$ cat config.mk
export PLATFORM = sky130hd
export DESIGN_NAME = ssp_sync_port
export DESIGN_NICKNAME = d
export VERILOG_FILES = /design/src/rtl/ssp_pkg.sv /design/src/rtl/ssp_bit_timer.sv /design/src/rtl/ssp_shifter.sv /design/src/rtl/ssp_flag_ctrl.sv /design/src/rtl/ssp_sync_port.sv
export SDC_FILE = /design/constraint.sdc
export NUM_CORES = 1
export LEC_CHECK = 0
export BUFFER_PORTS_ARGS = -buffer_cell sky130_fd_sc_hd__buf_2
export CAP_MARGIN = 25
export CORE_ASPECT_RATIO = 1.25
export CORE_MARGIN = 8
export CORE_UTILIZATION = 54
export DETAILED_ROUTE_END_ITERATION = 12
export PLACE_DENSITY_LB_ADDON = 0.2
export SYNTH_ARGS = -nofsm -noshare
export SYNTH_HDL_FRONTEND = slang
export SYNTH_SLANG_ARGS = --single-unit
$ cat constraint.sdc
create_clock -name clk -period 2.3 [get_ports clk]
set_input_delay 0.46 -clock clk [delete_from_list [all_inputs] [get_ports clk]]
set_output_delay 0.46 -clock clk [all_outputs]
set_load 0.005 [all_outputs]
$ cat src/rtl/ssp_pkg.sv
package ssp_pkg;
   typedef enum logic {
      DIR_RX = 1'b0,
      DIR_TX = 1'b1
   } ssp_dir_e;
endpackage

$ cat src/rtl/ssp_bit_timer.sv
// Bit-cell sequencer: a lead-in with the clock high, then DW cells of CELL
// clocks each. Emits the shift clock and the strobes that pace the shifter.
module ssp_bit_timer #(
   parameter int DW   = 8,
   parameter int CELL = 12,
   parameter int LOW  = 6,
   parameter int HOLD = 2
) (
   input  logic clk,
   input  logic rst_n,
   input  logic start,
   output logic run,
   output logic sclk,
   output logic shift_stb,
   output logic samp_stb,
   output logic end_stb
);
   localparam int PW = $clog2(CELL);
   localparam int BW = (DW > 1) ? $clog2(DW) : 1;
   localparam logic [PW-1:0] PH_LAST = PW'(CELL - 1);
   localparam logic [PW-1:0] PH_UPD  = PW'(LOW + HOLD);
   localparam logic [PW-1:0] PH_PREU = PW'(LOW + HOLD - 1);
   localparam logic [PW-1:0] PH_PRER = PW'(LOW - 1);
   localparam logic [PW-1:0] PH_HIGH = PW'(LOW);
   localparam logic [BW-1:0] BIT_LAST = BW'(DW - 1);

   logic [PW-1:0] ph;
   logic [BW-1:0] bitn;
   logic          lead;
   logic          in_cell;

   always_comb begin
      in_cell   = run && !lead;
      sclk      = !run || lead || (ph >= PH_HIGH);
      samp_stb  = in_cell && (ph == PH_PRER);
      shift_stb = in_cell && (ph == PH_PREU) && (bitn != BIT_LAST);
      end_stb   = in_cell && (ph == PH_LAST) && (bitn == BIT_LAST);
   end

   always_ff @(posedge clk or negedge rst_n) begin
      if (!rst_n) begin
         run  <= 1'b0;
         lead <= 1'b0;
         ph   <= '0;
         bitn <= '0;
      end else if (!run) begin
         if (start) begin
            run  <= 1'b1;
            lead <= 1'b1;
            ph   <= PH_UPD;
            bitn <= '0;
         end
      end else if (ph == PH_LAST) begin
         ph   <= '0;
         lead <= 1'b0;
         if (!lead) begin
            if (bitn == BIT_LAST) run <= 1'b0;
            else                  bitn <= bitn + 1'b1;
         end
      end else begin
         ph <= ph + 1'b1;
      end
   end
endmodule

$ cat src/rtl/ssp_shifter.sv
// Shared shift register for both directions; bit order chosen by parameter.
module ssp_shifter #(
   parameter int DW        = 8,
   parameter bit MSB_FIRST = 1'b0
) (
   input  logic          clk,
   input  logic          rst_n,
   input  logic          load,
   input  logic [DW-1:0] load_val,
   input  logic          tx_shift,
   input  logic          rx_samp,
   input  logic          din,
   output logic          out_bit,
   output logic [DW-1:0] word
);
   logic [DW-1:0] sreg;
   logic [DW-1:0] shifted;
   logic [DW-1:0] inserted;

   generate
      if (MSB_FIRST) begin : g_msb
         assign out_bit  = sreg[DW-1];
         assign shifted  = {sreg[DW-2:0], 1'b0};
         assign inserted = {sreg[DW-2:0], din};
      end else begin : g_lsb
         assign out_bit  = sreg[0];
         assign shifted  = {1'b0, sreg[DW-1:1]};
         assign inserted = {din, sreg[DW-1:1]};
      end
   endgenerate

   always_ff @(posedge clk or negedge rst_n) begin
      if (!rst_n)        sreg <= '0;
      else if (load)     sreg <= load_val;
      else if (tx_shift) sreg <= shifted;
      else if (rx_samp)  sreg <= inserted;
   end

   assign word = sreg;
endmodule

$ cat src/rtl/ssp_flag_ctrl.sv
// Request arbitration, direction latch, done flags and receive buffer.
module ssp_flag_ctrl
   import ssp_pkg::*;
#(
   parameter int DW = 8
) (
   input  logic          clk,
   input  logic          rst_n,
   input  logic          tx_wr,
   input  logic          tx_flag_clr,
   input  logic          rx_flag_clr,
   input  logic          run,
   input  logic          end_stb,
   input  logic [DW-1:0] word,
   output logic          go_tx,
   output logic          start,
   output ssp_dir_e      dir,
   output logic          tx_done,
   output logic          rx_done,
   output logic [DW-1:0] rx_byte
);
   logic go_rx;
   logic fin_tx;
   logic fin_rx;

   always_comb begin
      go_tx  = tx_wr && !run;
      go_rx  = rx_flag_clr && !run && !tx_wr;
      start  = go_tx || go_rx;
      fin_tx = end_stb && (dir == DIR_TX);
      fin_rx = end_stb && (dir == DIR_RX);
   end

   always_ff @(posedge clk or negedge rst_n) begin
      if (!rst_n) begin
         dir     <= DIR_RX;
         tx_done <= 1'b0;
         rx_done <= 1'b0;
         rx_byte <= '0;
      end else begin
         if (go_tx)      dir <= DIR_TX;
         else if (go_rx) dir <= DIR_RX;

         if (fin_tx)                      tx_done <= 1'b1;
         else if (go_tx || tx_flag_clr)   tx_done <= 1'b0;

         if (fin_rx)     rx_done <= 1'b1;
         else if (go_rx) rx_done <= 1'b0;

         if (fin_rx)     rx_byte <= word;
      end
   end
endmodule

$ cat src/rtl/ssp_sync_port.sv
module ssp_sync_port
   import ssp_pkg::*;
#(
   parameter int DW        = 8,
   parameter int CELL      = 12,
   parameter int LOW       = 6,
   parameter int HOLD      = 2,
   parameter bit MSB_FIRST = 1'b0
) (
   input  logic          clk,
   input  logic          rst_n,
   input  logic          tx_wr,
   input  logic [DW-1:0] tx_byte,
   input  logic          tx_flag_clr,
   input  logic          rx_flag_clr,
   input  logic          ser_din,
   output logic          ser_dout,
   output logic          ser_oe,
   output logic          ser_clk,
   output logic          tx_done,
   output logic          rx_done,
   output logic [DW-1:0] rx_byte
);
   generate
      if (DW < 2) begin : g_bad_dw
         $error("ssp_sync_port: DW must be at least 2");
      end
      if (LOW < 1 || HOLD < 1) begin : g_bad_phase
         $error("ssp_sync_port: LOW and HOLD must be at least 1");
      end
      if (LOW + HOLD >= CELL) begin : g_bad_cell
         $error("ssp_sync_port: LOW + HOLD must be below CELL");
      end
   endgenerate

   logic          run;
   logic          shift_stb;
   logic          samp_stb;
   logic          end_stb;
   logic          go_tx;
   logic          start;
   ssp_dir_e      dir;
   logic          out_bit;
   logic [DW-1:0] word;
   logic [DW-1:0] load_val;

   ssp_flag_ctrl #(.DW(DW)) u_ctrl (
      .clk(clk), .rst_n(rst_n), .tx_wr(tx_wr), .tx_flag_clr(tx_flag_clr),
      .rx_flag_clr(rx_flag_clr), .run(run), .end_stb(end_stb), .word(word),
      .go_tx(go_tx), .start(start), .dir(dir), .tx_done(tx_done),
      .rx_done(rx_done), .rx_byte(rx_byte)
   );

   ssp_bit_timer #(.DW(DW), .CELL(CELL), .LOW(LOW), .HOLD(HOLD)) u_timer (
      .clk(clk), .rst_n(rst_n), .start(start), .run(run), .sclk(ser_clk),
      .shift_stb(shift_stb), .samp_stb(samp_stb), .end_stb(end_stb)
   );

   assign load_val = go_tx ? tx_byte : '0;

   ssp_shifter #(.DW(DW), .MSB_FIRST(MSB_FIRST)) u_shift (
      .clk(clk), .rst_n(rst_n), .load(start), .load_val(load_val),
      .tx_shift(shift_stb && (dir == DIR_TX)),
      .rx_samp(samp_stb && (dir == DIR_RX)),
      .din(ser_din), .out_bit(out_bit), .word(word)
   );

   assign ser_oe   = run && (dir == DIR_TX);
   assign ser_dout = ser_oe ? out_bit : 1'b1;
endmodule

==> flow_summary.yaml <==
setup_path:
  crit_arrival_ns: 2.15
  startpoint_type: "flip-flop"
  critPathSlowestCell: "dfrtp_1"
  r2r_setup_slack_ns: 0.37
  crit_chain: "ha_1, ha_1, and3b_1, a21oi_1, o21ai_4, mux2_2"
  slowest_delay_ns: 0.43
  crit_fanout: 8
  crit_type: "reg2reg"
  endpoint_kind: "flip-flop"
  reg2reg_from: "u_timer.bitn[0]$_DFFE_PN0P_"
  crit_required_ns: 2.52
  rr_worst_depth: 6
  critical_path.most_common_cell: "ha_1"
  worst_r2r_endpoint: "u_shift.word[4]$_DFFE_PN0P_"
die:
  rows: 21
  dieArea_um2: 4550
  die_h_um: 73.4
  coreArea_um2: 2600
  die_w_um: 61.9
  io_pins: 27
  start_util: 0.547
clock_network:
  cts_tree: "yes"
  cts_hold_buf: 0
  cts_buffers: 3
  cts_root_buf: "clkbuf_4"
  cts.sinks: 28
  cts_setup_buffers: 0
  clk_latency_ns: 0.32
  cts_htree_levels: 1
  cts_resized: 0
  cts_buffer_depth: 2
  path_clk_slew_ns: 0.15
synthesis:
  yosys_warnings: 0
  synth_top_family_by_area: "multiplexers"
  seq_area_frac_synth: 0.492
  yosys.area_share.simple: 0.117
  synth_ff_type: "dfrtp_1"
  postSynthNetCount: 135
  synth-edff-count: 0
  synth_compound_area_frac: 0.139
  syn_inst: 116
  synthTopCellsByArea: "dfrtp_1 (49%), mux2_2 (12%), ha_1 (4.4%)"
  synth.area.mux_share: 0.172
  async_flop_share: 1.00
  synth_xor_area_frac: 0
  synth_area_um2: 1420
  synth.distinct_cells: 33
  ys_seq_elements: 28
  synth_top_cell_by_area: "dfrtp_1"
  synth_top_area_frac: 0.492
  synthAdderAreaFrac: 0.0439
  syn_avg_cell_area_um2: 12.3
finish:
  stdcell_count: 176
  drive_gt1_frac: 0.380
  antenna_cells: 0
  syn2layout_area_growth_pct: 13.4
  nNetsFinal: 162
  final_cell_mix: "dfrtp_1 (28), buf_2 (26), mux2_2 (15)"
  mostFrequentLayoutCell: "dfrtp_1"
  n_fill_cell: 234
route:
  viasPerCell: 5.59
  dr.pass1.iters: 4
  via_count: 984
  drt_iter0_markers: 33
  drc: 0
  postRouteAntennaNets: 0
  post_drt_wl_per_cell_um: 16.2
  wl_um: 2840
pwr:
  finalPower_w: 0.00155
  ir_worst_vdd_uv: 668
  p_per_area_nw_per_um2: 960
  p_leak_nw: 0.833
timing:
  finalHoldViolations: 0
  setup_tns_ns: 0
  worst_slew_pin_slew_ns: 0.720
  skew_ns: 0.00561
  post-route-period-util: 0.839
  rsz0062_at_grt: "false"
  setup_violations: 0
  maxSlewHeadroom: 0.519
  fin_crit_ns: 1.93
  max_freq_mhz: 518
  finalMaxSlewViolations: 0
placed_design:
  globalplace.congestion: 0.778
  io_buffer_count: 26
  dp_hpwl_um: 2110
  dp_cells: 172
outcome:
  status: "finished clean"
grt:
  track_usage: 0.141
  grt_pass1_vias: 1111
  grt_max_degree: 29
  overflow: 0
  grt_first_pass_wirelength_um: 4870
  antenna_found_initial: 0
hold_path:
  hold_path_class: "in2async"
flow_run:
  maxCapViolCount: 0
## worst max-delay path, delay by kind of cell (launching register included)
kind	cells	cell delay, ns
AOI/OAI and AO/OA	2	0.35
adders and majority gates	2	0.44
DFF	1	0.43
muxes	1	0.37
and+or+nand+nor	1	0.24
## sequential cells by signal, summed over array words and instances, names as in the netlist
register,count
u_timer.bitn,3
u_ctrl.tx_done,1
u_timer.lead,1
u_timer.run,1
u_shift.word,8
u_ctrl.rx_byte,8
u_timer.ph,4
u_ctrl.dir,1
u_ctrl.rx_done,1
## synth_stat cells (5+ instances only)
library cell and number:
a22o_1 7, dfrtp_1 28, ha_1 5, inv_1 7
mux2_2 15, mux2i_1 5, nand2_1 11, o21ai_0 6
## stage by stage
stage | hold slack [ns] | setup WS, ns | util | instance area [um2]
2_1_floorplan | 0.164 | 0.523 | - | 1420
3_3_place_gp | 0.482 | 0.450 | 0.607 | 1580
3_5_place_dp | 0.493 | 0.375 | 0.607 | 1580
4_1_cts | 0.135 | 0.346 | 0.621 | 1620
5_1_grt | 0.165 | 0.249 | 0.621 | 1620
6_report | 0.116 | 0.371 | 0.621 | 1620
## power breakdown
group	switching, W	internal, W	total, W
sequential	0.000149	0.000630	0.000779
clock	0.000139	0.0000968	0.000236
combinational	0.000234	0.000302	0.000537
## kinds of logic (layout without fill, tap and decap cells)
| kind of cell | Yosys count | count (layout) |
|---|---|---|
| fa+ha+maj | 5 | 5 |
| mux | 22 | 22 |
| buf+inv | 12 | 38 |
| flops | 28 | 28 |
| simple gates | 25 | 25 |
| compound gates | 24 | 24 |
## per-layer routing
layer / wire [um] / track usage / part of all wire / vias up
met5: 0 / 0 / 0 / -
li1: - / - / - / 462
met2: 1500 / 0.250 / 0.53 / 23
met3: 180 / 0.0228 / 0.063 / 6
met4: 59 / 0.0736 / 0.021 / 0
met1: 1110 / 0.150 / 0.39 / 493
## worst max path at each step
stage / from / end / depth (start not counted)
finish: u_timer.bitn[0]$_DFFE_PN0P_ / u_shift.word[4]$_DFFE_PN0P_ / 6
global route: u_timer.bitn[0]$_DFFE_PN0P_ / u_shift.word[1]$_DFFE_PN0P_ / 6
CTS: u_timer.bitn[0]$_DFFE_PN0P_ / u_shift.word[4]$_DFFE_PN0P_ / 6
detailed placement: u_timer.bitn[0]$_DFFE_PN0P_ / u_shift.word[2]$_DFFE_PN0P_ / 6
global placement: u_timer.bitn[0]$_DFFE_PN0P_ / u_shift.word[4]$_DFFE_PN0P_ / 6
floorplan: u_timer.bitn[0]$_DFFE_PN0P_ / u_shift.word[0]$_DFFE_PN0P_ / 6
## layout make-up
cell class,count,area (um2),area share
multi-input combinational,76,672,0.416
timing repair buffer,27,138,0.0852
sequential,28,701,0.434
tap,34,42.5,0.0263
clock buffer,4,36.3,0.0225
inverter,7,26.3,0.0163
Power figures use the tool's default switching activity.
